File: config.mk
export PLATFORM = sky130hd
export DESIGN_NAME = prefetch_rd_master
export DESIGN_NICKNAME = d
export VERILOG_FILES = /design/src/rtl/pfm_pkg.sv /design/src/rtl/pfm_datapath.sv /design/src/rtl/pfm_control.sv /design/src/rtl/prefetch_rd_master.sv
export SDC_FILE = /design/constraint.sdc
export NUM_CORES = 1
export LEC_CHECK = 0
export BUFFER_PORTS_ARGS = -buffer_cell sky130_fd_sc_hd__buf_4
export CELL_PAD_IN_SITES_DETAIL_PLACEMENT = 2
export CELL_PAD_IN_SITES_GLOBAL_PLACEMENT = 2
export CORE_UTILIZATION = 32
export DETAILED_ROUTE_END_ITERATION = 10
export PLACE_DENSITY_LB_ADDON = 0.1
export SYNTH_ARGS = -nofsm -noshare
export SYNTH_HDL_FRONTEND = slang
export SYNTH_SLANG_ARGS = --single-unit
File: constraint.sdc
create_clock -name clk -period 7.8 [get_ports clk]
set_input_delay 1.56 -clock clk [delete_from_list [all_inputs] [get_ports clk]]
set_output_delay 1.56 -clock clk [all_outputs]
set_load 0.05 [all_outputs]
File: src/rtl/pfm_pkg.sv
package pfm_pkg;
  typedef enum logic [1:0] {
    ST_IDLE = 2'd0,
    ST_REQ  = 2'd1,
    ST_DATA = 2'd2
  } pfmState_e;

  typedef struct packed {
    logic load;
    logic ackLoad;
    logic beat;
  } pfmStrobe_t;
endpackage

File: src/rtl/pfm_datapath.sv
module pfm_datapath
  import pfm_pkg::*;
#(
  parameter int ADDR_W    = 32,
  parameter int FREE_W    = 6,
  parameter int MAX_BURST = 16,
  parameter int LEN_W     = $clog2(MAX_BURST + 1)
) (
  input  logic              clk,
  input  logic              rstN,
  input  pfmStrobe_t        strb,
  input  logic [ADDR_W-1:0] startAddr,
  input  logic [ADDR_W-1:0] winBase,
  input  logic [ADDR_W-1:0] winLen,
  input  logic [FREE_W-1:0] fifoFree,
  output logic [ADDR_W-1:0] curAddr,
  output logic [LEN_W-1:0]  burstLen,
  output logic              remZero,
  output logic              freeZero,
  output logic              lastBeat
);
  localparam logic [ADDR_W-1:0] MAX_WIDE = ADDR_W'(MAX_BURST);

  logic [ADDR_W-1:0] addrQ;
  logic [ADDR_W-1:0] endQ;
  logic [LEN_W-1:0]  beatsQ;
  logic [ADDR_W-1:0] remaining;
  logic [ADDR_W-1:0] freeWide;
  logic [ADDR_W-1:0] capA;
  logic [ADDR_W-1:0] capB;

  always_ff @(posedge clk) begin
    if (!rstN) begin
      addrQ  <= '0;
      endQ   <= '0;
      beatsQ <= '0;
    end else if (strb.load) begin
      addrQ  <= startAddr;
      endQ   <= winBase + winLen;
      beatsQ <= '0;
    end else begin
      if (strb.ackLoad) beatsQ <= burstLen;
      if (strb.beat) begin
        addrQ  <= addrQ + ADDR_W'(1);
        beatsQ <= beatsQ - LEN_W'(1);
      end
    end
  end

  always_comb begin
    remaining = endQ - addrQ;
    freeWide  = ADDR_W'(fifoFree);
    capA      = (remaining < MAX_WIDE) ? remaining : MAX_WIDE;
    capB      = (freeWide < capA) ? freeWide : capA;
    burstLen  = capB[LEN_W-1:0];
    remZero   = (remaining == '0);
    freeZero  = (fifoFree == '0);
    lastBeat  = (beatsQ == LEN_W'(1));
    curAddr   = addrQ;
  end


  beat_in_window_chk: assert property (@(posedge clk) disable iff (!rstN)
    strb.beat |-> (addrQ != endQ));


  addr_step_chk: assert property (@(posedge clk) disable iff (!rstN)
    strb.beat |=> (addrQ == $past(addrQ) + ADDR_W'(1)));


  beat_granted_chk: assert property (@(posedge clk) disable iff (!rstN)
    strb.beat |-> (beatsQ != '0));
endmodule

File: src/rtl/pfm_control.sv
module pfm_control
  import pfm_pkg::*;
(
  input  logic       clk,
  input  logic       rstN,
  input  logic       startReq,
  input  logic       tgtDisc,
  input  logic       slvAddrAck,
  input  logic       slvRearb,
  input  logic       slvData,
  input  logic       slvBurstTerm,
  input  logic       slvErr,
  input  logic       remZero,
  input  logic       freeZero,
  input  logic       lastBeat,
  output pfmStrobe_t strb,
  output logic       busReq,
  output logic       fifoWr,
  output logic       busAbort,
  output logic       retryOut,
  output logic       errOut,
  output logic       winEnd
);
  pfmState_e stQ, stD;
  logic      firstQ, firstD;

  always_ff @(posedge clk) begin
    if (!rstN) begin
      stQ    <= ST_IDLE;
      firstQ <= 1'b0;
    end else begin
      stQ    <= stD;
      firstQ <= firstD;
    end
  end

  always_comb begin
    stD      = stQ;
    firstD   = firstQ;
    strb     = '0;
    busReq   = (stQ == ST_REQ) && !remZero && !freeZero && !tgtDisc;
    inData   = (stQ == ST_DATA);
    fifoWr   = inData && slvData && !tgtDisc && !slvErr;
    busAbort = inData && tgtDisc;
    errOut   = !tgtDisc && slvErr && (busReq || inData);
    retryOut = busReq && slvRearb && firstQ && !slvErr && !slvAddrAck;
    winEnd   = (stQ == ST_REQ) && remZero && !tgtDisc;
    strb.beat = fifoWr;

    unique case (stQ)
      ST_IDLE: begin
        if (startReq) begin
          stD       = ST_REQ;
          firstD    = 1'b1;
          strb.load = 1'b1;
        end
      end
      ST_REQ: begin
        if (tgtDisc || remZero) begin
          stD = ST_IDLE;
        end else if (busReq) begin
          if (slvErr) begin
            stD = ST_IDLE;
          end else if (slvAddrAck) begin
            stD          = ST_DATA;
            firstD       = 1'b0;
            strb.ackLoad = 1'b1;
          end else if (slvRearb && firstQ) begin
            stD = ST_IDLE;
          end
        end
      end
      ST_DATA: begin
        if (tgtDisc || slvErr) begin
          stD = ST_IDLE;
        end else if ((slvData && lastBeat) || slvBurstTerm) begin
          stD = ST_REQ;
        end
      end
      default: stD = ST_IDLE;
    endcase
  end

  logic inData;


  disc_stop_chk: assert property (@(posedge clk) disable iff (!rstN)
    tgtDisc |=> (!busReq && !fifoWr));


  retry_idle_chk: assert property (@(posedge clk) disable iff (!rstN)
    retryOut |=> (!busReq && !fifoWr));


  err_stop_chk: assert property (@(posedge clk) disable iff (!rstN)
    errOut |=> (!busReq && !fifoWr));


  win_end_quiet_chk: assert property (@(posedge clk) disable iff (!rstN)
    winEnd |-> (!busReq && !errOut && !fifoWr));


  full_no_req_chk: assert property (@(posedge clk) disable iff (!rstN)
    freeZero |-> !busReq);


  status_onehot_chk: assert property (@(posedge clk) disable iff (!rstN)
    $onehot0({retryOut, errOut, winEnd}));
endmodule

File: src/rtl/prefetch_rd_master.sv
module prefetch_rd_master
  import pfm_pkg::*;
#(
  parameter int ADDR_W    = 32,
  parameter int FREE_W    = 6,
  parameter int MAX_BURST = 16,
  localparam int LEN_W    = $clog2(MAX_BURST + 1)
) (
  input  logic              clk,
  input  logic              rstN,
  input  logic              startReq,
  input  logic [ADDR_W-1:0] startAddr,
  input  logic [ADDR_W-1:0] winBase,
  input  logic [ADDR_W-1:0] winLen,
  input  logic [FREE_W-1:0] fifoFree,
  input  logic              tgtDisc,
  input  logic              slvAddrAck,
  input  logic              slvRearb,
  input  logic              slvData,
  input  logic              slvBurstTerm,
  input  logic              slvErr,
  output logic              busReq,
  output logic [ADDR_W-1:0] busAddr,
  output logic [LEN_W-1:0]  busLen,
  output logic              fifoWr,
  output logic              busAbort,
  output logic              retryOut,
  output logic              errOut,
  output logic              winEnd
);
  pfmStrobe_t strb;
  logic       remZero;
  logic       freeZero;
  logic       lastBeat;

  pfm_datapath #(
    .ADDR_W(ADDR_W), .FREE_W(FREE_W), .MAX_BURST(MAX_BURST), .LEN_W(LEN_W)
  ) u_dp (
    .clk(clk), .rstN(rstN), .strb(strb),
    .startAddr(startAddr), .winBase(winBase), .winLen(winLen),
    .fifoFree(fifoFree),
    .curAddr(busAddr), .burstLen(busLen),
    .remZero(remZero), .freeZero(freeZero), .lastBeat(lastBeat)
  );

  pfm_control u_ctl (
    .clk(clk), .rstN(rstN), .startReq(startReq), .tgtDisc(tgtDisc),
    .slvAddrAck(slvAddrAck), .slvRearb(slvRearb), .slvData(slvData),
    .slvBurstTerm(slvBurstTerm), .slvErr(slvErr),
    .remZero(remZero), .freeZero(freeZero), .lastBeat(lastBeat),
    .strb(strb), .busReq(busReq), .fifoWr(fifoWr), .busAbort(busAbort),
    .retryOut(retryOut), .errOut(errOut), .winEnd(winEnd)
  );


  len_nonzero_chk: assert property (@(posedge clk) disable iff (!rstN)
    busReq |-> (busLen != '0) && (busLen <= LEN_W'(MAX_BURST)));
endmodule

==> impl_metrics.toml <==
[status]
status = "completed"

[synth]
async_flop_share = 0
synth_nets = 1191
yosysMostFrequentCell = "nand2_1"
yosysTopAreaCellShare = 0.1900
synth_top_area_cell = "dfxtp_1"
ys_ff_latch = 72
ys_warn_count = 0
ys_types = 80
synth_edf_count = 0
synth_common_cells = "nand2_1 (128), dfxtp_1 (72), ha_1 (70)"
synthTopCellsByArea = "dfxtp_1 (19%), ha_1 (12%), nand2_1 (6.3%)"
syn_inst = 1008
ys_seq_area_frac = 0.1900
syn_area_per_cell_um2 = 7.525
syn_area_mm2 = 0.007585
synthFlopType = "dfxtp_1"

[clock_network]
cts_buffers = 9
clockBufferDepth = 2
root_buffer = "clkbuf_16"
insertion_delay_ns = 0.35
cts_tree = "yes"
htree_num_levels = 3
path_clk_slew_ns = 0.06
clock_sinks = 72

[sta]
hold_viol = 0
fmax_mhz = 135.2
post-route-period-util = 0.9484
fin_skew_ns = 0.009177
rsz0062_at_grt = "no"
slew_headroom = 0.3777
tightestPinTransition_ns = 0.9099
holdWs_ns = 0.4714
finalSetupViolCount = 0
fin_setup_tns_ns = 0
fin_crit_ns = 7.398
drv_slew = 0

[worst_setup_path]
critPathBufInv = 2
required_ns = 6.24
crit_arrival_ns = 5.84
cpLargestDelayFamily = "compound AO/OA/AOI/OAI gates"
critPathMaxStageDelay_ns = 0.40
path_class = "register to output port"
reg2reg_setup_slack_ns = 2.21
critical_path.cell_chain = "ha_1, fa_1, nand2b_1, a21oi_1, o311ai_2, a21o_1, a211o_1, o211a_1, a21o_1, nor4_1, nand4_1, nor4_4, nand2_1, ha_1, a21oi_1, o21ai_0, a21o_1, a21oi_1, inv_1, nand2_1, o31ai_1, a31o_2, buf_4"
cp_slowest_cell = "fa_1"
cp-start-kind = "register"
cp_max_fo = 5
critPathCaptureType = "output port"

[drt]
wirelength_um = 28660
post_drt_wl_per_cell_um = 19.67
route.detailed.drc = 0
viasPerCell = 5.500
drtAntennaViolNets = 0
drt_iter0_markers = 341
vias = 8013
dr.pass1.iters = 4

[worst_hold_path]
hp-class = "register to register"

[floorplanning]
die-width_um = 156.0
io_pins = 154
dieArea_mm2 = 0.02432
core_area_mm2 = 0.02292
dieHeight_um = 156.0
initial_utilization = 0.3310
fp-row-count = 55

[final_layout]
diodes = 0
syn2layout_area_growth_pct = 22.91
final_util = 0.4068
multi_input_area_mm2 = 0.005791
seqCellArea_mm2 = 0.001441
instances_no_fill = 1457
final_net_count = 1322
fin_area_mm2 = 0.009323
n_fill_cell = 2703
drive_above_1_share = 0.1774

[job]
maxCapViolCount = 0

[power_and_ir_drop]
cellPowerDensity_mw_per_mm2 = 190.8
p_int_mw = 1.004
p_clk_frac = 0.241
p_sw_frac = 0.4356
combPwrFrac = 0.515
net-switching-power_uw = 774.9
peakVddDrop_v = 0.00009426
seqPwrFrac = 0.244
p_leak_nw = 4.303

[global_routing]
overflow = 0
grt_pass1_wl_um = 45680
grt_use_total = 0.2396
grt_pass1_vias = 8560
antenna_found_initial = 0
grt_max_degree = 96

[placed_design]
gp_routability_congestion = 0.8791
dpl_cell_area_mm2 = 0.009002
portBuffers = 153
dp.cells = 1439
hpwl_um = 23800
[tightest hold or removal path: cells and delay by family (launching register included)]
kind	cells	cell delay, ns
DFF	1	0.31
and+or+nand+nor	1	0.05
AOI/OAI and AO/OA	1	0.06
[state kept, by name, indices dropped and copies added, names as in the netlist]
signal	count
u_ctl.firstQ	1
u_ctl.stQ	2
u_dp.beatsQ	5
u_dp.curAddr	32
u_dp.endQ	32
[cells in the final DEF (no fill, tap or decap), types with 5 or more instances in the layout]
cell type / Yosys / layout
o31ai_1: 7 / 7
a21o_1: 32 / 32
xor2_1: 23 / 23
nor4_1: 10 / 10
o21ai_0: 65 / 65
nand3_1: 40 / 40
o211ai_1: 8 / 8
o21ai_1: 5 / 5
nor2_1: 52 / 52
nor4b_1: 5 / 5
nor3_1: 27 / 27
and2_1: 27 / 27
dfxtp_1: 72 / 72
a211oi_1: 9 / 9
o21bai_1: 7 / 7
o211a_1: 38 / 38
inv_1: 54 / 54
nand2b_1: 14 / 14
ha_1: 70 / 70
o21a_1: 26 / 26
o2bb2ai_1: 6 / 6
nand4_1: 14 / 14
a21oi_1: 56 / 56
a31oi_1: 7 / 7
or3_1: 12 / 12
nand2_1: 128 / 127
xnor2_1: 45 / 45
a2111oi_0: 7 / 6
nor2b_1: 8 / 8
clkbuf_16: 0 / 9
and3_1: 5 / 5
nor3b_1: 6 / 6
buf_4: 0 / 159
a21boi_0: 6 / 6
[metrics by stage]
| step | total power, mW | setup WS, ns |
|---|---|---|
| floorplan | 1.062 | 0.8591 |
| global placement | 1.336 | 0.7606 |
| detailed placement | 1.350 | 0.6053 |
| CTS | 1.788 | 0.1928 |
| global route | 1.896 | 0.04102 |
| finish | 1.779 | 0.4023 |
[logic make-up after synthesis]
logic type,Yosys count,synth area share
AOI/OAI and AO/OA,323,0.3045
xor gates and xnor gates,68,0.07852
adders and majority gates,72,0.1208
buffers and inverters,94,0.04833
DFF,72,0.1900
muxes,4,0.005444
other,1,0.0004944
and+or+nand+nor,374,0.2519
[per-layer routing]
layer / vias up / GRT usage / part of all wire
met5: - / 0 / 0
met4: 0 / 0.06209 / 0.019
met3: 24 / 0.03667 / 0.030
met2: 116 / 0.3865 / 0.45
met1: 3924 / 0.3305 / 0.50
li1: 3949 / - / -
[repair_timing]
action,4_1_cts,5_1_grt
setup buffers,0,2
setup endpoints to repair,0,5
gates resized for setup,0,2
hold buffers,0,0
[path summary, 6_finish.rpt]
path / from / depth (start not counted) / endpoint
min reg2reg: u_dp.endQ[0] / 2 / u_dp.endQ[0]
max: u_dp.curAddr[0] / 23 / busLen[3]
min: u_dp.endQ[0] / 2 / u_dp.endQ[0]
max reg2reg: u_dp.curAddr[0] / 23 / u_dp.beatsQ[3]
[power by group through the flow]
stage               clock, mW  combinational [mW]  sequential, mW
detailed placement          0               0.908           0.442
floorplan                   0               0.587           0.475
finish                  0.428               0.917           0.434
global route            0.452                1.01           0.438
global placement            0               0.896           0.440
CTS                     0.439               0.915           0.434
[area by class of cell]
class | instances | area share
clock buffer | 11 | 0.02604
clock inverter | 5 | 0.006039
inverter | 55 | 0.02214
multi-input combinational | 842 | 0.6211
sequential | 72 | 0.1546
tap | 313 | 0.04201
timing repair buffer | 159 | 0.1280
No activity file was read; power rests on OpenSTA's default activity.
